File: src/rtl/tod_pkg.sv
package tod_pkg;

  localparam int NUM_REGS = 8;

  localparam int IDX_SEC  = 0;
  localparam int IDX_MIN  = 1;
  localparam int IDX_HOUR = 2;
  localparam int IDX_WDAY = 3;
  localparam int IDX_MDAY = 4;
  localparam int IDX_MON  = 5;
  localparam int IDX_YEAR = 6;
  localparam int IDX_CENT = 7;

  // Strobes from the control half to the datapath half.
  typedef struct packed {
    logic advance;  // registers move one second this edge
    logic uip;      // update-warning window is open
  } todStrobe_t;

  // Stored code to plain value.
  function automatic logic [7:0] fromCode(logic [7:0] v, logic bin);
    if (bin) return v;
    return 8'(32'(v[7:4]) * 10 + 32'(v[3:0]));
  endfunction

  // Plain value to stored code.
  function automatic logic [7:0] toCode(logic [7:0] v, logic bin);
    if (bin) return v;
    return {4'(v / 8'd10), 4'(v % 8'd10)};
  endfunction

  function automatic logic [7:0] monthLength(logic [7:0] mon, logic leap);
    case (mon)
      8'd2:                         return leap ? 8'd29 : 8'd28;
      8'd4, 8'd6, 8'd9, 8'd11:      return 8'd30;
      default:                      return 8'd31;
    endcase
  endfunction

  function automatic logic [7:0] resetValue(int idx);
    if (idx == IDX_WDAY || idx == IDX_MDAY || idx == IDX_MON) return 8'd1;
    return 8'd0;
  endfunction

endpackage

File: src/rtl/tod_ctrl.sv
module tod_ctrl #(
  parameter int TICKS_PER_SEC = 32768,
  parameter int UIP_TICKS     = 8
) (
  input  logic                clk,
  input  logic                rstN,
  input  logic                tickEn,
  input  logic                setHold,
  input  logic [2:0]          divSel,
  output tod_pkg::todStrobe_t strb,
  output logic                updEnded
);
  localparam int CNT_W = (TICKS_PER_SEC > 2) ? $clog2(TICKS_PER_SEC) : 1;
  localparam logic [CNT_W-1:0] LAST_CNT  = CNT_W'(TICKS_PER_SEC - 1);
  localparam logic [CNT_W-1:0] HALF_CNT  = CNT_W'(TICKS_PER_SEC / 2);
  localparam logic [CNT_W-1:0] UIP_START = CNT_W'(TICKS_PER_SEC - UIP_TICKS);

  logic [CNT_W-1:0] cnt;
  logic divReset, divOk, atLast, secondEdge;

  assign divReset   = (divSel[2:1] == 2'b11);
  assign divOk      = (divSel <= 3'd2);
  assign atLast     = (cnt == LAST_CNT);
  assign secondEdge = divOk && tickEn && atLast;

  always_comb begin
    strb.advance = secondEdge && !setHold;
    strb.uip     = divOk && !setHold && (cnt >= UIP_START);
  end

  always_ff @(posedge clk) begin
    if (!rstN) begin
      cnt      <= '0;
      updEnded <= 1'b0;
    end else begin
      updEnded <= strb.advance;
      if (divReset)
        cnt <= HALF_CNT;            // restart lands half a second out
      else if (divOk && tickEn)
        cnt <= atLast ? '0 : cnt + 1'b1;
    end
  end

  p_wrap_r1: assert property (@(posedge clk) disable iff (!rstN)
    secondEdge |=> (cnt == '0));

  p_uip_precedes_r2: assert property (@(posedge clk) disable iff (!rstN)
    strb.advance |-> strb.uip);

  p_reset_quiet_r3: assert property (@(posedge clk) disable iff (!rstN)
    divReset |-> (!strb.advance && !strb.uip));

  p_reset_half_r3: assert property (@(posedge clk) disable iff (!rstN)
    divReset |=> (cnt == HALF_CNT));

  p_stopped_r4: assert property (@(posedge clk) disable iff (!rstN)
    (!divOk && !divReset) |=> $stable(cnt));

  p_pulse_single_r12: assert property (@(posedge clk) disable iff (!rstN)
    updEnded |=> !updEnded);

endmodule

File: src/rtl/tod_datapath.sv
module tod_datapath
  import tod_pkg::*;
#(
  parameter int NREG = tod_pkg::NUM_REGS
) (
  input  logic                       clk,
  input  logic                       rstN,
  input  todStrobe_t                 strb,
  input  logic                       dataBinary,
  input  logic                       hour24,
  input  logic [NREG-1:0]            wrEn,
  input  logic [7:0]                 wrData,
  output logic [NREG-1:0][7:0]       regQ
);
  logic [NREG-1:0][7:0] nextVal;
  logic [NREG-1:0]      updEn;

  logic [7:0] secB, minB, hourLow, hour24Cur, wdayB, mdayB, monB, yrB, cenB;
  logic [7:0] secN, minN, hourN, wdayN, mdayN, monN, yrN, cenN;
  logic [7:0] dimCur, hour12N;
  logic secWrap, minWrap, hourWrap, mdayWrap, monWrap, yrWrap, leap;

  // Decode every field to a plain value.
  always_comb begin
    secB    = fromCode(regQ[IDX_SEC],  dataBinary);
    minB    = fromCode(regQ[IDX_MIN],  dataBinary);
    hourLow = fromCode({1'b0, regQ[IDX_HOUR][6:0]}, dataBinary);
    if (hour24)
      hour24Cur = fromCode(regQ[IDX_HOUR], dataBinary);
    else
      hour24Cur = (hourLow % 8'd12) + (regQ[IDX_HOUR][7] ? 8'd12 : 8'd0);
    wdayB   = fromCode(regQ[IDX_WDAY], dataBinary);
    mdayB   = fromCode(regQ[IDX_MDAY], dataBinary);
    monB    = fromCode(regQ[IDX_MON],  dataBinary);
    yrB     = fromCode(regQ[IDX_YEAR], dataBinary);
    cenB    = fromCode(regQ[IDX_CENT], dataBinary);
  end

  // Carry chain, all in one cycle.
  always_comb begin
    leap     = ((yrB % 8'd4) == 8'd0) && ((yrB != 8'd0) || ((cenB % 8'd4) == 8'd0));
    dimCur   = monthLength(monB, leap);

    secWrap  = (secB >= 8'd59);
    secN     = secWrap ? 8'd0 : secB + 8'd1;

    minWrap  = secWrap && (minB >= 8'd59);
    minN     = (minB >= 8'd59) ? 8'd0 : minB + 8'd1;

    hourWrap = minWrap && (hour24Cur >= 8'd23);
    hourN    = (hour24Cur >= 8'd23) ? 8'd0 : hour24Cur + 8'd1;

    wdayN    = (wdayB >= 8'd7) ? 8'd1 : wdayB + 8'd1;

    mdayWrap = hourWrap && (mdayB >= dimCur);
    mdayN    = (mdayB >= dimCur) ? 8'd1 : mdayB + 8'd1;

    monWrap  = mdayWrap && (monB >= 8'd12);
    monN     = (monB >= 8'd12) ? 8'd1 : monB + 8'd1;

    yrWrap   = monWrap && (yrB >= 8'd99);
    yrN      = (yrB >= 8'd99) ? 8'd0 : yrB + 8'd1;

    cenN     = (cenB >= 8'd99) ? 8'd0 : cenB + 8'd1;

    hour12N  = ((hourN % 8'd12) == 8'd0) ? 8'd12 : (hourN % 8'd12);
  end

  // Re-encode and select which fields move.
  always_comb begin
    nextVal[IDX_SEC]  = toCode(secN, dataBinary);
    nextVal[IDX_MIN]  = toCode(minN, dataBinary);
    if (hour24)
      nextVal[IDX_HOUR] = toCode(hourN, dataBinary);
    else
      nextVal[IDX_HOUR] = toCode(hour12N, dataBinary) | ((hourN >= 8'd12) ? 8'h80 : 8'h00);
    nextVal[IDX_WDAY] = toCode(wdayN, dataBinary);
    nextVal[IDX_MDAY] = toCode(mdayN, dataBinary);
    nextVal[IDX_MON]  = toCode(monN,  dataBinary);
    nextVal[IDX_YEAR] = toCode(yrN,   dataBinary);
    nextVal[IDX_CENT] = toCode(cenN,  dataBinary);

    updEn[IDX_SEC]  = strb.advance;
    updEn[IDX_MIN]  = strb.advance && secWrap;
    updEn[IDX_HOUR] = strb.advance && minWrap;
    updEn[IDX_WDAY] = strb.advance && hourWrap;
    updEn[IDX_MDAY] = strb.advance && hourWrap;
    updEn[IDX_MON]  = strb.advance && mdayWrap;
    updEn[IDX_YEAR] = strb.advance && monWrap;
    updEn[IDX_CENT] = strb.advance && yrWrap;
  end

  always_ff @(posedge clk) begin
    for (int i = 0; i < NREG; i++) begin
      if (!rstN)
        regQ[i] <= resetValue(i);
      else if (wrEn[i])
        regQ[i] <= wrData;
      else if (updEn[i])
        regQ[i] <= nextVal[i];
    end
  end

  p_sec_hold_r5: assert property (@(posedge clk) disable iff (!rstN)
    (!strb.advance && !wrEn[IDX_SEC]) |=> $stable(regQ[IDX_SEC]));

  p_load_wins_r11: assert property (@(posedge clk) disable iff (!rstN)
    wrEn[IDX_SEC] |=> (regQ[IDX_SEC] == $past(wrData)));

  p_sec_moves_r1: assert property (@(posedge clk) disable iff (!rstN)
    (strb.advance && !wrEn[IDX_SEC]) |=> (regQ[IDX_SEC] != $past(regQ[IDX_SEC])));

  p_min_hold_r8: assert property (@(posedge clk) disable iff (!rstN)
    (!secWrap && !wrEn[IDX_MIN]) |=> $stable(regQ[IDX_MIN]));

endmodule

File: src/rtl/tod_calendar.sv
module tod_calendar #(
  parameter int TICKS_PER_SEC = 32768,
  parameter int UIP_TICKS     = 8
) (
  input  logic       clk,
  input  logic       rstN,
  input  logic       tickEn,
  input  logic       setHold,
  input  logic [2:0] divSel,
  input  logic       dataBinary,
  input  logic       hour24,
  input  logic [7:0] wrEn,
  input  logic [7:0] wrData,
  output logic [7:0] secOut,
  output logic [7:0] minOut,
  output logic [7:0] hourOut,
  output logic [7:0] wdayOut,
  output logic [7:0] mdayOut,
  output logic [7:0] monthOut,
  output logic [7:0] yearOut,
  output logic [7:0] centuryOut,
  output logic       uip,
  output logic       updEnded
);
  import tod_pkg::*;

  todStrobe_t                strb;
  logic [NUM_REGS-1:0][7:0]  regQ;

  tod_ctrl #(
    .TICKS_PER_SEC(TICKS_PER_SEC),
    .UIP_TICKS    (UIP_TICKS)
  ) u_ctrl (
    .clk      (clk),
    .rstN     (rstN),
    .tickEn   (tickEn),
    .setHold  (setHold),
    .divSel   (divSel),
    .strb     (strb),
    .updEnded (updEnded)
  );

  tod_datapath #(
    .NREG(NUM_REGS)
  ) u_dp (
    .clk        (clk),
    .rstN       (rstN),
    .strb       (strb),
    .dataBinary (dataBinary),
    .hour24     (hour24),
    .wrEn       (wrEn),
    .wrData     (wrData),
    .regQ       (regQ)
  );

  assign secOut     = regQ[IDX_SEC];
  assign minOut     = regQ[IDX_MIN];
  assign hourOut    = regQ[IDX_HOUR];
  assign wdayOut    = regQ[IDX_WDAY];
  assign mdayOut    = regQ[IDX_MDAY];
  assign monthOut   = regQ[IDX_MON];
  assign yearOut    = regQ[IDX_YEAR];
  assign centuryOut = regQ[IDX_CENT];
  assign uip        = strb.uip;

endmodule

File: config.mk
export PLATFORM = sky130hd
export DESIGN_NAME = tod_calendar
export DESIGN_NICKNAME = d
export VERILOG_FILES = /design/src/rtl/tod_pkg.sv /design/src/rtl/tod_ctrl.sv /design/src/rtl/tod_datapath.sv /design/src/rtl/tod_calendar.sv
export SDC_FILE = /design/constraint.sdc
export NUM_CORES = 1
export LEC_CHECK = 0
export BUFFER_PORTS_ARGS = -buffer_cell sky130_fd_sc_hd__buf_2
export CELL_PAD_IN_SITES_DETAIL_PLACEMENT = 1
export CELL_PAD_IN_SITES_GLOBAL_PLACEMENT = 1
export CORE_UTILIZATION = 32
export DETAILED_ROUTE_END_ITERATION = 16
export GPL_TIMING_DRIVEN = 0
export PLACE_DENSITY = 0.7
export SYNTH_ARGS = -nofsm -noshare
export SYNTH_HDL_FRONTEND = slang
export SYNTH_SLANG_ARGS = --single-unit
export TNS_END_PERCENT = 1
File: constraint.sdc
create_clock -name clk -period 7.3 [get_ports clk]
set_clock_uncertainty 0.1 [all_clocks]
set_input_delay 0.365 -clock clk [delete_from_list [all_inputs] [get_ports clk]]
set_output_delay 0.365 -clock clk [all_outputs]
set_load 0.01 [all_outputs]
=== Word level (Yosys, flattened, before mapping) ===
Index checks and enable logic that the tools add are counted.

* Word-level logic and storage cells: 192
* Bits in writable memories: 0
* Memories: 0
* Bits in read-only memories: 0
* Latch bits: 0
* Register bits after elaboration: 80

* Divide/modulo/power cells: 20
* Shifts and indexed selects: 0
* Bitwise operators: 2
* Muxes and demuxes: 79
* Reductions and logical operators: 31
* Multipliers: 9
* $lt $le $gt $ge: 11
* Add/subtract/negate cells: 19
* Eq/ne operators: 10

{| class="wikitable"
|+ Operator list
! cell !! number
|-
| 2-to-1 mux 8 bit || 68
|-
| remainder unit 8 x 4 -> 8 bit (second input constant) || 11
|-
| divider 8 x 4 -> 8 bit (second input constant) || 9
|-
| adder 8 x 1 -> 8 bit (second input constant) || 8
|-
| adder 8 x 4 -> 8 bit || 8
|-
| multiplier 4 x 3 -> 7 bit (second input constant) || 8
|-
| 2-to-1 mux 15 bit || 3
|-
| zero test 8 bit || 3
|-
| logical AND 1 bit || 17
|-
| equality test 8 x 3 -> 1 bit (second input constant) || 2
|-
| equality test 8 x 4 -> 1 bit (second input constant) || 2
|-
| >= comparator 8 x 4 -> 1 bit (second input constant) || 2
|-
| >= comparator 8 x 6 -> 1 bit (second input constant) || 2
|-
| >= comparator 8 x 7 -> 1 bit (second input constant) || 2
|-
| one-hot mux 8 bit (2 select lines) || 1
|-
| adder 15 x 1 -> 15 bit (second input constant) || 1
|-
| equality test 15 bit (second input constant) || 1
|-
| >= comparator 15 bit (second input constant) || 1
|-
| nonzero test 2 bit || 6
|-
| != test 3 x 1 -> 1 bit (second input constant) || 3
|-
| adder 7 x 4 -> 8 bit || 1
|-
| adder 8 bit || 1
|-
| equality test 8 x 2 -> 1 bit (second input constant) || 1
|-
| >= comparator 8 x 3 -> 1 bit (second input constant) || 1
|-
| 14 further kinds || 19
|}

=== Depth between registers and ports, before layout ===
Gate-level depths: netlist of the first run.

* Depth after elaboration: 18
* Mapped depth: 33
* Depth with buffers taken out: 31

=== Cells and area by module ===
A second synthesis of the first run with hierarchy kept.

* Cell total of the unflattened synthesis: 1381
* Area total of the unflattened synthesis: 10939.2 sq um

{| class="wikitable"
|+ Modules (own cells, without submodules)
! module !! times used !! cells each !! sequential area each (sq um) !! area an instance (sq um)
|-
| tod_datapath || 1 || 1283 || 1521.5 || 10064.7
|-
| tod_ctrl || 1 || 98 || 320.3 || 874.6
|}

=== Worst setup path after synthesis of the first run ===
OpenSTA, ideal clock, no wires.

* Path type: reg2reg
* From: register u_dp.regQ[22] (netlist bit)
* To: register u_dp.regQ[18] (netlist bit)
* Stages on the path, launching flop included: 32
* Setup time: 0.115 ns
* Data required time: 7.085 ns
* Arrival time: 6.716 ns
* Clock period less this slack: 6.930 ns
* Slack: 0.370 ns
* Path through: dfxtp_1 ha_1 ha_1 nand3_1 and2_1 buf_6 o31a_1 a21boi_4 and3_1 a21oi_1 o32ai_1 ha_1 inv_1 nor3_1 nor2_1 nand2_1 mux2_2 fa_1 or3_1 o2111ai_4 nor2_2 a311o_1 buf_6 buf_6 or2_2 ha_1 nor2_1 nand3_1 o21ai_0 o41ai_1 nand3_1 o21a_1

* Word-level cells in the longest chain between the ends: 18
* Elaborated cells between the ends (all ways): 28
* Classes of those cells: 4 x add/sub; 2 x mul; 4 x div; 1 x order compare; 15 x mux; 1 x bitwise; 1 x reduce/logical

{| class="wikitable"
|+ Ends and longest elaborated chain
! what !! line !! RTL
|-
| start: declaration || tod_datapath.sv:13 || <nowiki>output logic [NREG-1:0][7:0] regQ</nowiki>
|-
| start signal: indexed assignment || tod_datapath.sv:96 || <nowiki>regQ[i] <= resetValue(i);</nowiki>
|-
| start signal: indexed assignment || tod_datapath.sv:98 || <nowiki>regQ[i] <= wrData;</nowiki>
|-
| start signal: indexed assignment || tod_datapath.sv:100 || <nowiki>regQ[i] <= nextVal[i];</nowiki>
|-
| multiplier 3 x 3 -> 6 bit || tod_pkg.sv:23 || <nowiki>return 8'(32'(v[7:4]) * 10 + 32'(v[3:0]));</nowiki>
|-
| adder 7 x 4 -> 8 bit || tod_pkg.sv:23 ||
|-
| 2-to-1 mux 8 bit || tod_pkg.sv:23 ||
|-
| remainder unit 8 x 4 -> 8 bit || tod_datapath.sv:31 || <nowiki>hour24Cur = (hourLow % 8'd12) + (regQ[IDX_HOUR][7] ? 8'd12 : 8'd0);</nowiki>
|-
| adder 8 bit || tod_datapath.sv:31 ||
|-
| 2-to-1 mux 8 bit * || tod_datapath.sv:28 || <nowiki>if (hour24)</nowiki>
|-
| adder 8 x 1 -> 8 bit or >= comparator 8 x 5 -> 1 bit (tied branches) || tod_datapath.sv:51 || <nowiki>hourN = (hour24Cur >= 8'd23) ? 8'd0 : hour24Cur + 8'd1;</nowiki>
|-
| 2-to-1 mux 8 bit * || tod_datapath.sv:51 ||
|-
| [2 not listed] || -- ||
|-
| 2-to-1 mux 8 bit || tod_datapath.sv:66 || <nowiki>hour12N = ((hourN % 8'd12) == 8'd0) ? 8'd12 : (hourN % 8'd12);</nowiki>
|-
| remainder unit 8 x 4 -> 8 bit or 2-to-1 mux 8 bit (tied branches) || tod_pkg.sv:29, tod_pkg.sv:28 ||
|-
| 2-to-1 mux 8 bit || tod_pkg.sv:29 || <nowiki>return {4'(v / 8'd10), 4'(v % 8'd10)};</nowiki>
|-
| 2-to-1 mux 8 bit || tod_datapath.sv:73 || <nowiki>if (hour24)</nowiki>
|-
| bitwise OR 8 bit || tod_datapath.sv:76 || <nowiki>nextVal[IDX_HOUR] = toCode(hour12N, dataBinary) | ((hourN >= 8'd12) ? 8'h80 : 8'h00);</nowiki>
|-
| 2-to-1 mux 8 bit * || tod_datapath.sv:73 ||
|-
| 2-to-1 mux 8 bit * || tod_datapath.sv:99 || <nowiki>else if (updEn[i])</nowiki>
|-
| 2-to-1 mux 8 bit * || tod_datapath.sv:97 || <nowiki>else if (wrEn[i])</nowiki>
|}

Every way passes the cells marked *; elsewhere a longest branch is shown, timed or not. The select of a mux whose other input is x is not followed.
A chain may end at the register's enable or synchronous reset.

=== Worst setup path in the final report of the first run ===
* From: register u_dp.regQ[20] (netlist bit)
* To: register u_dp.regQ[18] (netlist bit)

The elaborated chain is that of the path after synthesis.

==> summary.txt, run 1 <==
Detailed routing
  – Number of remaining DRC errors: 0
  – Via count: 10900
  – WL/cell: 20.3 um
  – DR pass1 iterations: 5
  – Vias per cell: 5.84
  – Drt total wl: 38100 um
  – Initial DRC count: ~650
  – DRT antenna net count: 0

Pwr
  – Clock Power Share: 22.7%
  – Combinational fraction of design power: 51.4%
  – Switch share: 44.2%
  – Max VDD drop: 0.145 mV
  – Seq pwr share: 25.9%
  – Int Pwr: 1.15 mW
  – PD cells: approximately 170 nW/um2
  – Net Switching: about 900 uW
  – Leak: 4.90 nW

Place
  – DP HPWL: 29700 um
  – DP Worst Slack: -1.31 ns
  – Placed cell count: ~1800
  – RePlAce Congestion: 0.868
  – PortBufs: 85

GRT
  – Vias in the first global route: 10800
  – Largest net degree at the start of global routing: 20
  – First-pass GRT wire length: 60000 um
  – Antenna violations before repair: 2
  – Total congestion overflow: 0
  – Global Route Usage Sum: 22.7%

Die
  – # rows: 65
  – # IOs: 91
  – Core ar.: 31900 um2
  – Die Span X: about 180 um
  – Initial core utilization: around 33%
  – Die area: ~33000 um2
  – Die Span Y: 183 um

Synth
  – Syn nets: 1459
  – Avg Inst Size Synth: 7.87 um2
  – Mapped Cells: 1329
  – Post-synth top area cell: dfxtp_1
  – EDFF count, synth: 24
  – Most frequent cells after synthesis: nand2_1 (133), nor2_1 (122), a21oi_1 (101)
  – Post-Syn Area: 10500 um2
  – Flops & latches, synth: 80
  – Cell with the most instances after synthesis: nand2_1
  – Ys async rst share: 0%
  – Synth cell types: around 110
  – Share of the synthesized area in the top cell type: 10.7%
  – YS warnings: 0
  – Top_reg_cell synth: dfxtp_1
  – Sequential share of the synthesized area: roughly 18%
  – Area contributors post-synth: dfxtp_1 (11%), ha_1 (11%), edfxtp_1 (6.9%)

Run status
  – Status: finished clean

STA
  – Worst-margin pin slew: 1.17 ns
  – Fin crit share: 96.4%
  – Fin. Hold Viols: 0
  – Setup ws final: 0.263 ns
  – WHS: 0.221 ns
  – Final min period: 7.04 ns
  – Final Max Tran Viols: 0
  – Max Fclk: 0.142 GHz
  – Setup violations, final: 0
  – Relative slew slack: 20.6%

Setup path
  – Worst r2r dst: u_dp.regQ[18]
  – Crit-path slowest cell: dfxtp_4
  – Flop2flop setup slack: 0.26 ns
  – Setup crit start kind: flip-flop
  – CP max FO: 10
  – Critical path capture point type: flip-flop
  – Crit-path max cell delay: 0.43 ns
  – Cells on worst reg2reg path: 31
  – Crit Path Category: reg2reg
  – Critical Path AT: 7.18 ns
  – Worst R2R Start: u_dp.regQ[20]
  – CP required: 7.45 ns

CTS
  – Worst-path clk slew: around 0.07 ns
  – Worst-skew pair later-pin latency: 0.35 ns
  – Clock sink total: 80
  – CTS Buffer Depth: 2
  – H-Tree Depth: 3
  – Hold-fix buffers, CTS: 0
  – TritonCTS clock tree: built
  – CTS buffer count: 9
  – CTS Root Cell: clkbuf_16

Worst hold path
  – Hold Crit Class: in2reg
  – Hold path cells: 3
  – Min-delay src: wrEn[7]
  – Worst Hold End: u_dp.regQ[57]

Cells and area
  – Nets: 1562
  – Layout cells sized above 1: 15.8%
  – Layout Cells excl Fill: between 1500 and 2000
  – Area Growth Syn to Fin: 14.2%
  – ANT cells: 0

Flow run
  – Max Cap Viol: 0
[layout by cell type (no fill, tap or decap), types with 12 or more instances in the layout]
master    synthesis  layout
clkbuf_1         33      30
edfxtp_1         24      24
dfxtp_1          56      53
o211ai_1         19      19
a31oi_1          12      12
nand2_1         133     133
nor3_1           35      33
ha_1             88      82
nor2b_1          15      15
xor2_1           35      35
or3_1            24      23
o21ai_0          63      63
buf_2            10      95
inv_1            27      27
nand3_1          61      60
nor2_1          122     121
a211oi_1         21      21
fa_1             17      15
and3_1           24      23
mux2i_1          26      25
xnor2_1          48      48
nand2b_1         20      20
a21o_1           22      21
and2_1           22      22
mux2_2           15      15
a21oi_1         101      99
[flip-flops by register name, indices dropped and copies added (netlist names)]
| signal | cells |
|---|---|
| u_ctrl.cnt | 15 |
| u_dp.regQ | 64 |
| u_ctrl.updEnded | 1 |
[area by class of cell]
| class | count | area, um2 |
|---|---|---|
| fillers | 3943 | 19900 |
| multi-input cells | 1160 | 8310 |
| flip-flops and latches | 80 | 1850 |
| well taps | 435 | 544 |
| repair buffers | 94 | 493 |
| plain buffers | 57 | 324 |
| clock buffers | 9 | 225 |
| inverters | 30 | 113 |
| clock inverters | 7 | 73.8 |
[critical path: cells and delay by family (launching register included)]
family                     cells  cell delay [ns]
and+or+nand+nor               12             1.92
AOI/OAI and AO/OA              8             1.92
adders and majority gates      5             1.49
buffers and inverters          4             0.51
muxes                          2             0.56
DFF                            1             0.43
[metrics by stage]
step	utilization, %	instance area [um2]	setup TNS [ns]	power, mW
after floorplan	-	10500	0	1.28
after global placement	35.8	11400	-16.38	1.53
after detailed placement	35.8	11400	-19.22	1.56
after CTS	37.0	11800	0	2.04
after global routing	37.4	11900	-0.0502	2.20
final	37.4	11900	0	2.07
[cell families after synthesis]
family	Yosys count	synth area share, %
xor+xnor	84	7.11
simple gates	526	25.4
flops	80	17.6
fa+ha+maj	107	14.0
mux	46	4.91
buf+inv	89	4.23
compound gates	397	26.8
[metal layers]
layer	share of wire [%]	global-route usage, %	up-vias
li1	-	-	5189
met1	46	29.9	5417
met5	0.068	0	-
met4	2.9	7.19	4
met3	4.1	3.06	56
met2	47	38.4	259
[how the worst max path moves through the flow]
stage / to / cells after the start / start
after floorplan: u_dp.regQ[18] / 31 / u_dp.regQ[22]
after global placement: u_dp.regQ[35] / 29 / dataBinary
after detailed placement: u_dp.regQ[35] / 29 / dataBinary
after CTS: u_dp.regQ[18] / 31 / u_dp.regQ[22]
after global routing: u_dp.regQ[18] / 32 / u_dp.regQ[21]
final: u_dp.regQ[18] / 31 / u_dp.regQ[20]
[power groups by stage]
stage	Clock [mW]	Sequential (mW)	Combinational, mW
2_1_floorplan	0	0.540	0.743
3_3_place_gp	0	0.545	0.982
3_5_place_dp	0	0.547	1.01
4_1_cts	0.477	0.537	1.03
5_1_grt	0.491	0.540	1.17
6_report	0.470	0.536	1.06
[repair_timing]
action,4_1_cts,5_1_grt
cloned,0,0
endpoints found under the setup margin,42,3
resized for setup,15,20
setup buffers,4,5
pin swaps,5,12
(Power assumes the default switching activity.)
==> run 2: changes to the inputs <==
--- a/config.mk
+++ b/config.mk
@@ -11,7 +11,7 @@
 export CORE_UTILIZATION = 32
 export DETAILED_ROUTE_END_ITERATION = 16
 export GPL_TIMING_DRIVEN = 0
-export PLACE_DENSITY = 0.7
+export PLACE_DENSITY = 0.68
 export SYNTH_ARGS = -nofsm -noshare
 export SYNTH_HDL_FRONTEND = slang
 export SYNTH_SLANG_ARGS = --single-unit
==> constraint.sdc (replaced) <==
create_clock -name clk -period 8.9 [get_ports clk]
set_clock_uncertainty 0.1 [all_clocks]
set_input_delay 0.445 -clock clk [delete_from_list [all_inputs] [get_ports clk]]
set_output_delay 0.445 -clock clk [all_outputs]
set_load 0.01 [all_outputs]
==> summary.txt, run 2 (same netlist as run 1, synthesis figures left out) <==
Place
  – PortBufs: 85 (unchanged)
  – RePlAce Congestion: 0.884 (+1.9%)
  – DP Worst Slack: 0.170 ns (+1.48 ns)
  – Placed cell count: 1849 (unchanged)
  – DP Area: 11400 um2 (unchanged)
  – DP HPWL: 29600 um (-0.41%)

Run status
  – Status: finished clean

Die
  – Core ar.: 31900 um2 (unchanged)
  – # IOs: 91 (unchanged)
  – Die area: 33400 um2 (unchanged)
  – Initial core utilization: 32.8% (unchanged)
  – # rows: 65 (unchanged)
  – Die Span X: 183 um (unchanged)
  – Die Span Y: 183 um (unchanged)

STA
  – Final min period: 8.18 ns (+1.14 ns)
  – Relative slew slack: 32.5% (+12 points)
  – Fin crit share: 91.9% (-4.5 points)
  – Final Max Tran Viols: 0 (unchanged)
  – Fin Setup TNS: 0 ns (unchanged)
  – Setup ws final: 0.722 ns (+0.459 ns)
  – Max Fclk: 0.122 GHz (-14%)
  – RSZ-0062 raised after global routing: false
  – Setup violations, final: 0 (unchanged)
  – Worst-margin pin slew: 1.00 ns (-0.169 ns)
  – Fin. Hold Viols: 0 (unchanged)

Detailed routing
  – DRT met1 WL: 17900 um (+2.6%)
  – DR WL met3: 1460 um (-6.0%)
  – Via count: 10800 (-1.0%)
  – Drt total wl: 38400 um (+0.91%)
  – Vias per cell: 5.80 (-0.65%)
  – Number of remaining DRC errors: 0 (unchanged)
  – Initial DRC count: 575 (-12%)
  – WL/cell: 20.6 um (+1.3%)
  – DR pass1 iterations: 4 (-1)
  – DRT antenna net count: 0 (unchanged)
  – Wire length on met2: 18100 um (+0.67%)
  – Top layer in use: met5

Cells and area
  – Layout cells sized above 1: 13.3% (-2.5 points)
  – Layout Cells excl Fill: 1865 (-0.37%)
  – Nets: 1554 (-0.51%)
  – Largest reg by FF count: u_dp.regQ
  – Fillers: 3979 (+0.91%)
  – Area Growth Syn to Fin: 12.2%
  – Max reg flops: 64 (unchanged)
  – Largest regs: u_dp.regQ (64), u_ctrl.cnt (15), u_ctrl.updEnded (1)
  – Design area: 11700 um2 (-1.7%)
  – Most frequent cells in the layout: nand2_1 (133), nor2_1 (122), a21oi_1 (101)
  – Core Util, Final: 36.8% (-0.64 points)
  – Commonest non-fill, non-tap cell in the layout: nand2_1

GRT
  – Largest net degree at the start of global routing: 14 (-30%)
  – Global Route Usage Sum: 23.1% (+0.43 points)
  – Vias in the first global route: 10900 (+0.53%)
  – Total congestion overflow: 0 (unchanged)
  – First-pass GRT wire length: 61100 um (+2.0%)
  – Antenna violations before repair: 3 (+1)

Setup path
  – Crit Path Category: reg2reg
  – Critical Path AT: 8.33 ns (+1.15 ns)
  – Crit-path slowest cell: dfxtp_1
  – CP max FO: 10 (unchanged)
  – Setup crit start kind: flip-flop
  – CP required: 9.05 ns (+1.60 ns)
  – Critical path capture point type: flip-flop
  – Crit-path max cell delay: 0.64 ns (+0.21 ns)
  – Critical Path Most Common Cell: ha_1

CTS
  – Hold-fix buffers, CTS: 0 (unchanged)
  – Worst-skew pair later-pin latency: 0.36 ns (about the same)
  – CTS buffer count: 9 (unchanged)
  – Post-CTS sizing: 0 (-15)
  – CTS Buffer Depth: 2 (unchanged)
  – Post CTS Setup Buffer Count: 0 (-4)
  – CTS Root Cell: clkbuf_16
  – TritonCTS clock tree: built
  – Worst-path clk slew: 0.07 ns (about the same)
  – Clock sink total: 80 (unchanged)
  – H-Tree Depth: 3 (unchanged)

Worst hold path
  – Hold Crit Class: in2reg

Pwr
  – PD cells: 143 nW/um2 (-17%)
  – Leak: 4.86 nW (-0.88%)
  – Max VDD drop: 0.0837 mV (-42%)

Flow run
  – Max Cap Viol: 0 (unchanged)
-- run 2: path summary, 6_finish.rpt --
check	from	endpoint	slack, ns	depth (start not counted)
worst max-delay path	u_dp.regQ[22]	u_dp.regQ[18]	0.72	29
worst min-delay path	wrEn[7]	u_dp.regQ[57]	0.30	3
worst max register to register	u_dp.regQ[22]	u_dp.regQ[18]	0.72	29
worst min register to register	u_ctrl.cnt[6]	u_ctrl.cnt[6]	0.40	2
-- run 2: through the flow --
step	hold slack, ns	power, mW
after CTS	0.297	1.67
after detailed placement	0.394	1.28
after global routing	0.327	1.79
after floorplan	0.354	1.05
after global placement	0.362	1.25
final	0.304	1.68
-- run 2: per-layer routing --
| layer | vias to the layer above | global-route usage, % |
|---|---|---|
| met4 | 2 | 7.29 |
| li1 | 5172 | - |
| met1 | 5343 | 30.3 |
| met2 | 239 | 39.5 |
| met5 | - | 0 |
| met3 | 57 | 2.82 |
-- run 2: critical path: cells and delay by family (launching register included) --
kind            cells  cell delay, ns
compound gates      7            2.50
buf+inv             4            0.54
simple gates       12            2.04
flops               1            0.64
mux                 1            0.37
fa+ha+maj           5            1.87
-- run 2: layout make-up --
| type | count | area, um2 | area share [%] |
|---|---|---|---|
| diodes | 1 | 2.50 | 0.0213 |
| multi-input cells | 1160 | 8180 | 69.7 |
| flip-flops and latches | 80 | 1840 | 15.7 |
| clock buffers | 13 | 283 | 2.41 |
| clock inverters | 3 | 21.3 | 0.181 |
| plain buffers | 58 | 325 | 2.77 |
| well taps | 435 | 544 | 4.64 |
| repair buffers | 85 | 425 | 3.63 |
| inverters | 30 | 113 | 0.960 |
-- run 2: power breakdown --
group	total, mW	internal (mW)	switching (mW)
clock	0.397	0.224	0.173
combinational	0.842	0.330	0.512
sequential	0.440	0.399	0.0417
total	1.68	0.953	0.726
